`src/rtl/lpt_pkg.sv`:
```
// Shared constants for the parallel port: register addresses and the
// layout of the synchronized status vector.
package lpt_pkg;
    localparam int DATA_W = 8;
    localparam int ADDR_W = 2;
    localparam int STAT_W = 5;

    localparam logic [ADDR_W-1:0] A_DATA  = 2'd0;
    localparam logic [ADDR_W-1:0] A_STAT  = 2'd1;
    localparam logic [ADDR_W-1:0] A_CTRL  = 2'd2;
    localparam logic [ADDR_W-1:0] A_STAT2 = 2'd3;

    // Status vector positions (bit order follows register bits 7:3).
    localparam int S_ERR  = 0;
    localparam int S_SEL  = 1;
    localparam int S_POUT = 2;
    localparam int S_ACKN = 3;
    localparam int S_BUSY = 4;

    // Control register bit positions.
    localparam int C_STB  = 0;
    localparam int C_AFD  = 1;
    localparam int C_INIT = 2;
    localparam int C_SELP = 3;
    localparam int C_IEN  = 4;
    localparam int C_DIR  = 5;
endpackage

```
`src/rtl/lpt_in_sync.sv`:
```
// Multi-stage synchronizer for a vector of asynchronous inputs.
// Assumes each bit is independent. Reset loads RST_VAL into every stage.
module lpt_in_sync #(
    parameter int              WIDTH   = 5,
    parameter int              STAGES  = 2,
    parameter logic [WIDTH-1:0] RST_VAL = '0
) (
    input  logic             clk,
    input  logic             rst_n,
    input  logic [WIDTH-1:0] d_i,
    output logic [WIDTH-1:0] q_o
);
    logic [WIDTH-1:0] stg [STAGES];

    genvar g;
    generate
        for (g = 0; g < STAGES; g++) begin : g_stage
            // Shift the vector one stage further along the chain.
            always_ff @(posedge clk) begin
                if (!rst_n)      stg[g] <= RST_VAL;
                else if (g == 0) stg[g] <= d_i;
                else             stg[g] <= stg[(g == 0) ? 0 : g-1];
            end
        end
    endgenerate

    assign q_o = stg[STAGES-1];
endmodule

```
`src/rtl/lpt_regs.sv`:
```
// Host-visible registers: data latch, control register and read mux.
// Assumes one access per cycle where cs and a strobe are high.
module lpt_regs
    import lpt_pkg::*;
(
    input  logic              clk,
    input  logic              rst_n,
    input  logic              wr_en,
    input  logic              rd_en,
    input  logic [ADDR_W-1:0] addr,
    input  logic [DATA_W-1:0] wdata,
    input  logic [DATA_W-1:0] pd_in,
    input  logic [STAT_W-1:0] stat,
    input  logic              pend,
    output logic [DATA_W-1:0] rdata,
    output logic [DATA_W-1:0] pd_q,
    output logic [5:0]        ctrl_q,
    output logic              ien_next,
    output logic              data_acc
);
    logic ctrl_we;
    logic data_we;
    logic dir;

    assign dir      = ctrl_q[C_DIR];
    assign ctrl_we  = wr_en && (addr == A_CTRL);
    assign data_we  = wr_en && (addr == A_DATA) && !dir;
    assign data_acc = (wr_en || rd_en) && (addr == A_DATA);
    assign ien_next = ctrl_we ? wdata[C_IEN] : ctrl_q[C_IEN];

    // Control register; only the six defined bits are stored.
    always_ff @(posedge clk) begin
        if (!rst_n)       ctrl_q <= '0;
        else if (ctrl_we) ctrl_q <= wdata[5:0];
    end

    // Output data latch; writes in input mode are dropped.
    always_ff @(posedge clk) begin
        if (!rst_n)       pd_q <= '0;
        else if (data_we) pd_q <= wdata;
    end

    // Read multiplexer, zero when no read is in progress.
    always_comb begin
        rdata = '0;
        if (rd_en) begin
            unique case (addr)
                A_DATA:  rdata = dir ? pd_in : pd_q;
                A_STAT:  rdata = {stat, 3'b000};
                A_CTRL:  rdata = {3'b000, ctrl_q[4:0]};
                A_STAT2: rdata = {pend, stat[S_ACKN:S_ERR], 2'b00, dir};
                default: rdata = '0;
            endcase
        end
    end
endmodule

```
`src/rtl/lpt_irq.sv`:
```
// Sticky interrupt flag. Set by acknowledge while enabled, cleared by a
// data-register access when acknowledge is idle, or by disabling.
module lpt_irq (
    input  logic clk,
    input  logic rst_n,
    input  logic en_next,
    input  logic ack_act,
    input  logic clr_acc,
    output logic pend
);
    // Priority: disable, then set, then clear.
    always_ff @(posedge clk) begin
        if (!rst_n)       pend <= 1'b0;
        else if (!en_next) pend <= 1'b0;
        else if (ack_act) pend <= 1'b1;
        else if (clr_acc) pend <= 1'b0;
    end
endmodule

```
`src/rtl/lpt_port_top.sv`:
```
// Parallel printer port top: synchronizes status inputs, hosts the
// register file and the latched interrupt. Synchronous active-low reset.
module lpt_port_top
    import lpt_pkg::*;
#(
    parameter int SYNC_STAGES = 2
) (
    input  logic              clk,
    input  logic              rst_n,
    input  logic              host_cs,
    input  logic              host_rd,
    input  logic              host_wr,
    input  logic [ADDR_W-1:0] host_addr,
    input  logic [DATA_W-1:0] host_wdata,
    output logic [DATA_W-1:0] host_rdata,
    output logic              host_bus_dir,
    output logic              irq_oe,
    output logic [DATA_W-1:0] pd_out,
    input  logic [DATA_W-1:0] pd_in,
    output logic              pd_oe,
    output logic              strobe_o,
    output logic              autofeed_o,
    output logic              init_o,
    output logic              selprn_o,
    input  logic              err_i,
    input  logic              sel_i,
    input  logic              pout_i,
    input  logic              ack_n_i,
    input  logic              busy_i
);
    localparam logic [STAT_W-1:0] STAT_RST = STAT_W'(1) << S_ACKN;

    logic [STAT_W-1:0] stat_raw, stat_s;
    logic              wr_en, rd_en;
    logic [5:0]        ctrl_q;
    logic [DATA_W-1:0] pd_q;
    logic              ien_next, data_acc, pend, ack_act;

    assign stat_raw = {busy_i, ack_n_i, pout_i, sel_i, err_i};
    assign wr_en    = rst_n && host_cs && host_wr;
    assign rd_en    = rst_n && host_cs && host_rd;
    assign ack_act  = !stat_s[S_ACKN];

    lpt_in_sync #(.WIDTH(STAT_W), .STAGES(SYNC_STAGES), .RST_VAL(STAT_RST)) u_sync (
        .clk(clk), .rst_n(rst_n), .d_i(stat_raw), .q_o(stat_s)
    );

    lpt_regs u_regs (
        .clk(clk), .rst_n(rst_n), .wr_en(wr_en), .rd_en(rd_en),
        .addr(host_addr), .wdata(host_wdata), .pd_in(pd_in), .stat(stat_s),
        .pend(pend), .rdata(host_rdata), .pd_q(pd_q), .ctrl_q(ctrl_q),
        .ien_next(ien_next), .data_acc(data_acc)
    );

    lpt_irq u_irq (
        .clk(clk), .rst_n(rst_n), .en_next(ien_next), .ack_act(ack_act),
        .clr_acc(data_acc), .pend(pend)
    );

    assign host_bus_dir = rd_en;
    assign irq_oe       = pend;
    assign pd_out       = pd_q;
    assign pd_oe        = !ctrl_q[C_DIR];
    assign strobe_o     = ctrl_q[C_STB];
    assign autofeed_o   = ctrl_q[C_AFD];
    assign init_o       = ctrl_q[C_INIT];
    assign selprn_o     = ctrl_q[C_SELP];
endmodule

```
`config.mk`:
```
export PLATFORM = sky130hd
export DESIGN_NAME = lpt_port_top
export DESIGN_NICKNAME = d
export VERILOG_FILES = /design/src/rtl/lpt_pkg.sv /design/src/rtl/lpt_in_sync.sv /design/src/rtl/lpt_regs.sv /design/src/rtl/lpt_irq.sv /design/src/rtl/lpt_port_top.sv
export SDC_FILE = /design/constraint.sdc
export NUM_CORES = 1
export LEC_CHECK = 0
export ABC_AREA = 1
export BUFFER_PORTS_ARGS = -buffer_cell sky130_fd_sc_hd__buf_4
export CAP_MARGIN = 10
export CORE_UTILIZATION = 47
export CTS_BUF_LIST = sky130_fd_sc_hd__clkbuf_4 sky130_fd_sc_hd__clkbuf_8
export CTS_CLUSTER_SIZE = 16
export DETAILED_ROUTE_END_ITERATION = 12
export PLACE_DENSITY_LB_ADDON = 0.2
export SLEW_MARGIN = 0
export SYNTH_ARGS = -nofsm -noshare
export SYNTH_HDL_FRONTEND = slang
export SYNTH_SLANG_ARGS = --single-unit
```
`constraint.sdc`:
```
create_clock -name clk -period 1.5 [get_ports clk]
set_clock_uncertainty 0.1 [all_clocks]
set_input_delay 0.3 -clock clk [delete_from_list [all_inputs] [get_ports clk]]
set_output_delay 0.3 -clock clk [all_outputs]
set_load 0.01 [all_outputs]
```
* Yosys cells after proc, flatten, opt, wreduce, memory -nomap -nowiden
Memory sizes are Yosys's and may differ from the RTL's.
Cells that the tools add are included.
** Storage, ports and cells
- Flip-flop bits (word level) :: 15
- RAM bits :: 10
- Input port bits :: 28
- Output and inout port bits :: 23
- Logic and storage cells :: 31
- Memories :: 1
** Memories
- u_sync.stg :: depth 2, bits a word 5, read ports 2, clocked after memory_dff 0, write ports 2, line lpt_in_sync.sv:13 : logic [WIDTH-1:0] stg [STAGES];
** Cells by class
- Equal/unequal tests :: 4
- Muxes and demuxes :: 10
- Bitwise operators :: 2
- Reductions and logical operators :: 11
** Operator list (count)
- 8-bit one-hot mux with 4 select lines :: 1
- 8-bit two-way mux :: 2
- 5-bit two-way mux :: 2
- 1-bit logical AND :: 7
- 1-bit two-way mux :: 5
- 2-bit == test (second input constant) :: 2
- 2-bit by 1-bit == test with 1-bit output (second input constant) :: 1
- 2-bit logical NOT :: 1
- 2-bit inequality test (second input constant) :: 1
- 1-bit bitwise OR :: 2
- 2-bit AND reduction :: 1
- 1-bit logical NOT :: 1
- 1-bit logical OR :: 1

* Depth between registers and ports, before layout
- Word-level depth :: 6
- Depth in mapped cells :: 8
- Depth with buffers taken out :: 7

* Hierarchy
A second synthesis with hierarchy kept.
** Second synthesis, totals
- Cells, all modules :: 190
- Area, all modules :: 1293.7 µm²
** By module, submodules not included
- lpt_regs :: times used 1, cells an instance 146, area an instance 937.1 µm²
- lpt_in_sync :: times used 1, cells an instance 31, area an instance 286.5 µm²
- lpt_irq :: times used 1, cells an instance 6, area an instance 43.8 µm²
- lpt_port_top :: times used 1, cells an instance 7, area an instance 26.3 µm²

* Worst setup path after synthesis
Ideal clock, no wire load.
- Path type :: flip-flop to output port
- From :: register u_regs.ctrl_q[5]
- To :: output port host_rdata[1]
- Arrival time :: 1.049 ns
- Data required time :: 1.100 ns
- Slack :: 0.051 ns
- Cell stages (with the launch flop) :: 6
- Path through :: dfxtp_1 inv_1 buf_2 nand2_1 o211ai_1 a21oi_1
** Between the ends
- Longest elaborated chain between the ends :: 3
** Ends and longest elaborated chain
- start: declaration :: line lpt_regs.sv:17 : output logic [5:0] ctrl_q,
- start signal: assignment :: line lpt_regs.sv:34 : else if (ctrl_we) ctrl_q <= wdata[5:0];
- 8-bit two-way mux :: line lpt_regs.sv:48 : A_DATA: rdata = dir ? pd_in : pd_q;
- 8-bit one-hot mux with 4 select lines :: line lpt_regs.sv:47 : unique case (addr)
- 8-bit two-way mux :: line lpt_regs.sv:46 : if (rd_en) begin
- end: declaration :: line lpt_port_top.sv:15 : output logic [DATA_W-1:0] host_rdata,
No other way between the ends.

* Final worst setup path
- From :: register u_regs.ctrl_q[5]
- To :: output port host_rdata[2]
The elaborated chain is that of the path after synthesis.

==> results.py <==
metrics = {
    "route": {
        "detailedRoute.firstPassIterationCount": 6,
        "postRouteWirelength_um": 2850,
        "m1WireLength_um": 1200,
        "detail-route-antenna-nets": 0,
        "avgViaCountPerCell": 4.81,
        "top_signal_layer_used": "met4",
        "drt-initial-drc-count": 37,
        "wl_met2_um": 1410,
        "dr_wl_met3_um": 227,
        "route.vias.total": 1241,
        "drc": 0,
        "wl_per_cell_um": 11.0,
    },
    "sta": {
        "period_minus_slack_ns": 1.72,
        "setup_viol": 8,
        "grt_setup_unrepaired": "true",
        "slew_headroom_pct": 82.0,
        "fin_crit_sh_pct": 115,
        "maxSlewViolCount": 0,
        "tightestPinTransition_ns": 0.270,
        "setup_ws_ns": -0.223,
        "finalHoldViolations": 0,
        "fin_setup_tns_ns": -1.64,
        "fmax_mhz": 580,
    },
    "floorplanning": {
        "die_y_um": 52.2,
        "fp.dieArea_um2": 2720,
        "initial_utilization_pct": 51.5,
        "die_w_um": 52.2,
        "coreArea_um2": 2300,
        "ioPinCount": 51,
        "placementRows": 17,
    },
    "clocking": {
        "cts.reportedPaths.clkPinSlew_ns": 0.13,
        "cts_buffers": 3,
        "clockBufferDepth": 2,
        "cts_max_level": 1,
        "clk-insertion-delay-late_ns": 0.31,
        "tritoncts": "yes",
        "numClockSinks": 25,
        "clock-root-buffer": "sky130_fd_sc_hd__clkbuf_4",
    },
    "critical_path": {
        "element_type_at_the_critical_path_start": "flop",
        "worst_r2r_endpoint": "u_regs.pd_q[7]$_SDFFE_PN0P_",
        "crit_arrival_ns": 1.32,
        "r2r_cells": 8,
        "r2r_slack_ns": 0.13,
        "worst-endpoint-required_ns": 1.10,
        "r2r-start": "u_regs.ctrl_q[5]$_SDFFE_PN0P_",
        "path_class": "flop to output port",
        "critical_path.max_fanout": 5,
        "timing.critical_path.to_type": "output port",
    },
    "synth": {
        "mappedNetlistArea_um2": 1180,
        "netlist.area_leader.share_pct": 42.3,
        "synth_area_in_compound_gates_pct": 11.2,
        "synth_warnings": 0,
        "synthMostInstantiatedCell": "sky130_fd_sc_hd__nand2_1",
        "yosys_most_used_dff": "sky130_fd_sc_hd__dfxtp_1",
        "largest_family_of_logic_cells_by_synthesized_area": "simple AND/OR/NAND/NOR gates",
        "mappedNetlistNets": 199,
        "top_cells_by_area_synth": "sky130_fd_sc_hd__dfxtp_1 (42%), sky130_fd_sc_hd__nand2_1 (16%), sky130_fd_sc_hd__nor2_1 (9.2%)",
        "synth_edf_count": 0,
        "synthesis.instances": 171,
        "ys_ff_latch": 25,
        "post_synth_and_or_nand_nor_area_fraction_pct": 33.4,
        "ys_async_sr_fraction_pct": 0,
        "post_synth_fa_ha_maj_area_fraction_pct": 0,
        "yosys.cell_types.count": 21,
        "library_cell_occupying_the_most_area_in_the_post_synthesis_netlist": "sky130_fd_sc_hd__dfxtp_1",
        "yosysSeqAreaShare_pct": 42.3,
        "ys_top_cells_by_count": "sky130_fd_sc_hd__nand2_1 (50), sky130_fd_sc_hd__nor2_1 (29), sky130_fd_sc_hd__inv_1 (26), sky130_fd_sc_hd__dfxtp_1 (25), sky130_fd_sc_hd__o21ai_0 (8)",
        "synth.area.mux_share_pct": 0,
        "synthXorXnorAreaFrac_pct": 0,
        "syn_avg_cell_area_um2": 6.92,
    },
    "run": {
        "max_cap_violations": 0,
    },
    "grt": {
        "grt_first_pass_wirelength_um": 4490,
        "maximum_number_of_pins_on_one_net_before_global_route_repair": 17,
        "antenna_found_initial": 0,
        "global_route.overflow_total": 0,
        "gr-usage-all-layers_pct": 22.5,
        "grt_pass1_vias": 1081,
    },
    "min_path": {
        "hold_end": "u_sync.stg[0][3]$_SDFF_PN1_",
        "timing.hold.worst.start": "ack_n_i",
        "hold_path.class": "primary input to flop",
        "whs_path_depth": 3,
    },
    "placement": {
        "post-dp-hpwl_um": 2140,
        "finalWeightedCongestion": 0.814,
        "port_buffers": 50,
        "cell_count_after_placement": 251,
        "detailed_place.area_um2": 1610,
    },
    "power": {
        "finalPower_w": 0.00120,
        "power.internal_w": 0.000903,
        "part_of_the_total_power_dissipated_in_the_clock_network_pct": 26.3,
        "leakage_nw": 0.965,
        "seq_power_share_pct": 58.0,
        "sw_share_pct": 24.5,
        "vdd_ir_drop_max_mv": 0.504,
        "power.combinational.fraction_pct": 15.7,
        "switchingPower_w": 0.000294,
        "pwr_density_cell_nw_per_um2": 706,
    },
    "final_layout": {
        "layout.nets": 259,
        "finished_layout_cell_area_um2": 1690,
        "syn_to_final_growth_pct": 43.1,
        "post_route_cells_drive_above_1_share_pct": 37.0,
        "fillers": 191,
        "antenna_cells": 0,
        "final_core_util_pct": 73.7,
        "layout.cells.non_filler": 258,
    },
    "run_status": {
        "violations": "negative setup slack",
        "outcome": "finished, violations left",
    },
}
worst max-delay path: stages (launching register included):
cell and delay (ns):
sky130_fd_sc_hd__dfxtp_2 0.38, sky130_fd_sc_hd__inv_2 0.06, sky130_fd_sc_hd__buf_6 0.13, sky130_fd_sc_hd__nand2_2 0.06, sky130_fd_sc_hd__o211ai_1 0.07, sky130_fd_sc_hd__a21oi_1 0.15, sky130_fd_sc_hd__buf_4 0.15
area by class of cell:
type                            count  area [um^2]  area share, %
Sequential cell                    25          502           29.6
Multi-Input combinational cell    111          549           32.4
Tap cell                           28         35.0           2.07
Inverter                           29          111           6.57
Clock buffer                        4         30.0           1.77
Timing Repair Buffer               61          467           27.5
cell families (layout without fill, tap and decap cells):
kind of cell           after synthesis  after routing
AND/OR/NAND/NOR                     88             88
AO/OA/AOI/OAI                       23             23
flip-flops                          25             25
buffers and inverters               35             94
placed cells by master, fill, tap and decap left out:
cell type                  count
sky130_fd_sc_hd__nand3_2       1
sky130_fd_sc_hd__dfxtp_1      24
sky130_fd_sc_hd__clkinv_2      2
sky130_fd_sc_hd__a21oi_1       7
sky130_fd_sc_hd__nand2_2       8
sky130_fd_sc_hd__inv_2         2
sky130_fd_sc_hd__clkbuf_4      4
sky130_fd_sc_hd__buf_6         3
sky130_fd_sc_hd__nand2_1      43
sky130_fd_sc_hd__o211ai_1      6
sky130_fd_sc_hd__buf_4        57
sky130_fd_sc_hd__o21ai_2       1
sky130_fd_sc_hd__nor2_2        1
sky130_fd_sc_hd__inv_1        25
sky130_fd_sc_hd__dfxtp_2       1
sky130_fd_sc_hd__nand3_4       2
sky130_fd_sc_hd__buf_2         1
sky130_fd_sc_hd__nand2_4       1
sky130_fd_sc_hd__o21ai_1       1
sky130_fd_sc_hd__nor2_8        1
sky130_fd_sc_hd__a31oi_1       2
sky130_fd_sc_hd__nor2_1       29
sky130_fd_sc_hd__o21ai_0       6
sky130_fd_sc_hd__nand3_1       2
flip-flops by register name, indices dropped and copies added (netlist names):
register	flops
u_regs.ctrl_q	6
u_irq.pend	1
u_sync.stg	10
u_regs.pd_q	8
worst max-delay path by stage:
stage	from	endpoint	slack (ns)	cells past startpoint
2_1_floorplan	u_regs.ctrl_q[5]$_SDFFE_PN0P_	host_rdata[1]	0.05	5
3_3_place_gp	host_addr[0]	host_rdata[0]	0.06	9
3_5_place_dp	host_addr[0]	host_rdata[0]	0.03	9
4_1_cts	u_regs.ctrl_q[5]$_SDFFE_PN0P_	host_rdata[3]	-0.22	6
5_1_grt	u_regs.ctrl_q[5]$_SDFFE_PN0P_	host_rdata[0]	-0.34	6
6_report	u_regs.ctrl_q[5]$_SDFFE_PN0P_	host_rdata[2]	-0.22	6
power by group through the flow:
stage	logic, W	clock network [W]	registers [W]
2_1_floorplan	0.0000780	0	0.000710
3_3_place_gp	0.000175	0	0.000708
3_5_place_dp	0.000179	0	0.000708
4_1_cts	0.000185	0.000318	0.000694
5_1_grt	0.000206	0.000357	0.000697
6_report	0.000187	0.000315	0.000694
through the flow:
stage	setup slack [ns]	hold slack [ns]
6_report	-0.223	0.0503
5_1_grt	-0.339	0.0429
4_1_cts	-0.223	0.0496
3_5_place_dp	0.0296	0.298
3_3_place_gp	0.0596	0.288
2_1_floorplan	0.0505	0.280
repair_timing:
action	4_1_cts	5_1_grt
setup endpoints to repair	8	8
pin swaps	9	5
buffers inserted	1	1
gates cloned	1	0
gates resized for setup	13	2
hold buffers	0	0
per-layer routing:
metal | vias up | track usage (%)
li1 | 636 | -
met4 | 0 | 6.58
met5 | - | 0
met3 | 2 | 3.77
met2 | 59 | 41.7
met1 | 544 | 26.3
(Power assumes the default switching activity.)
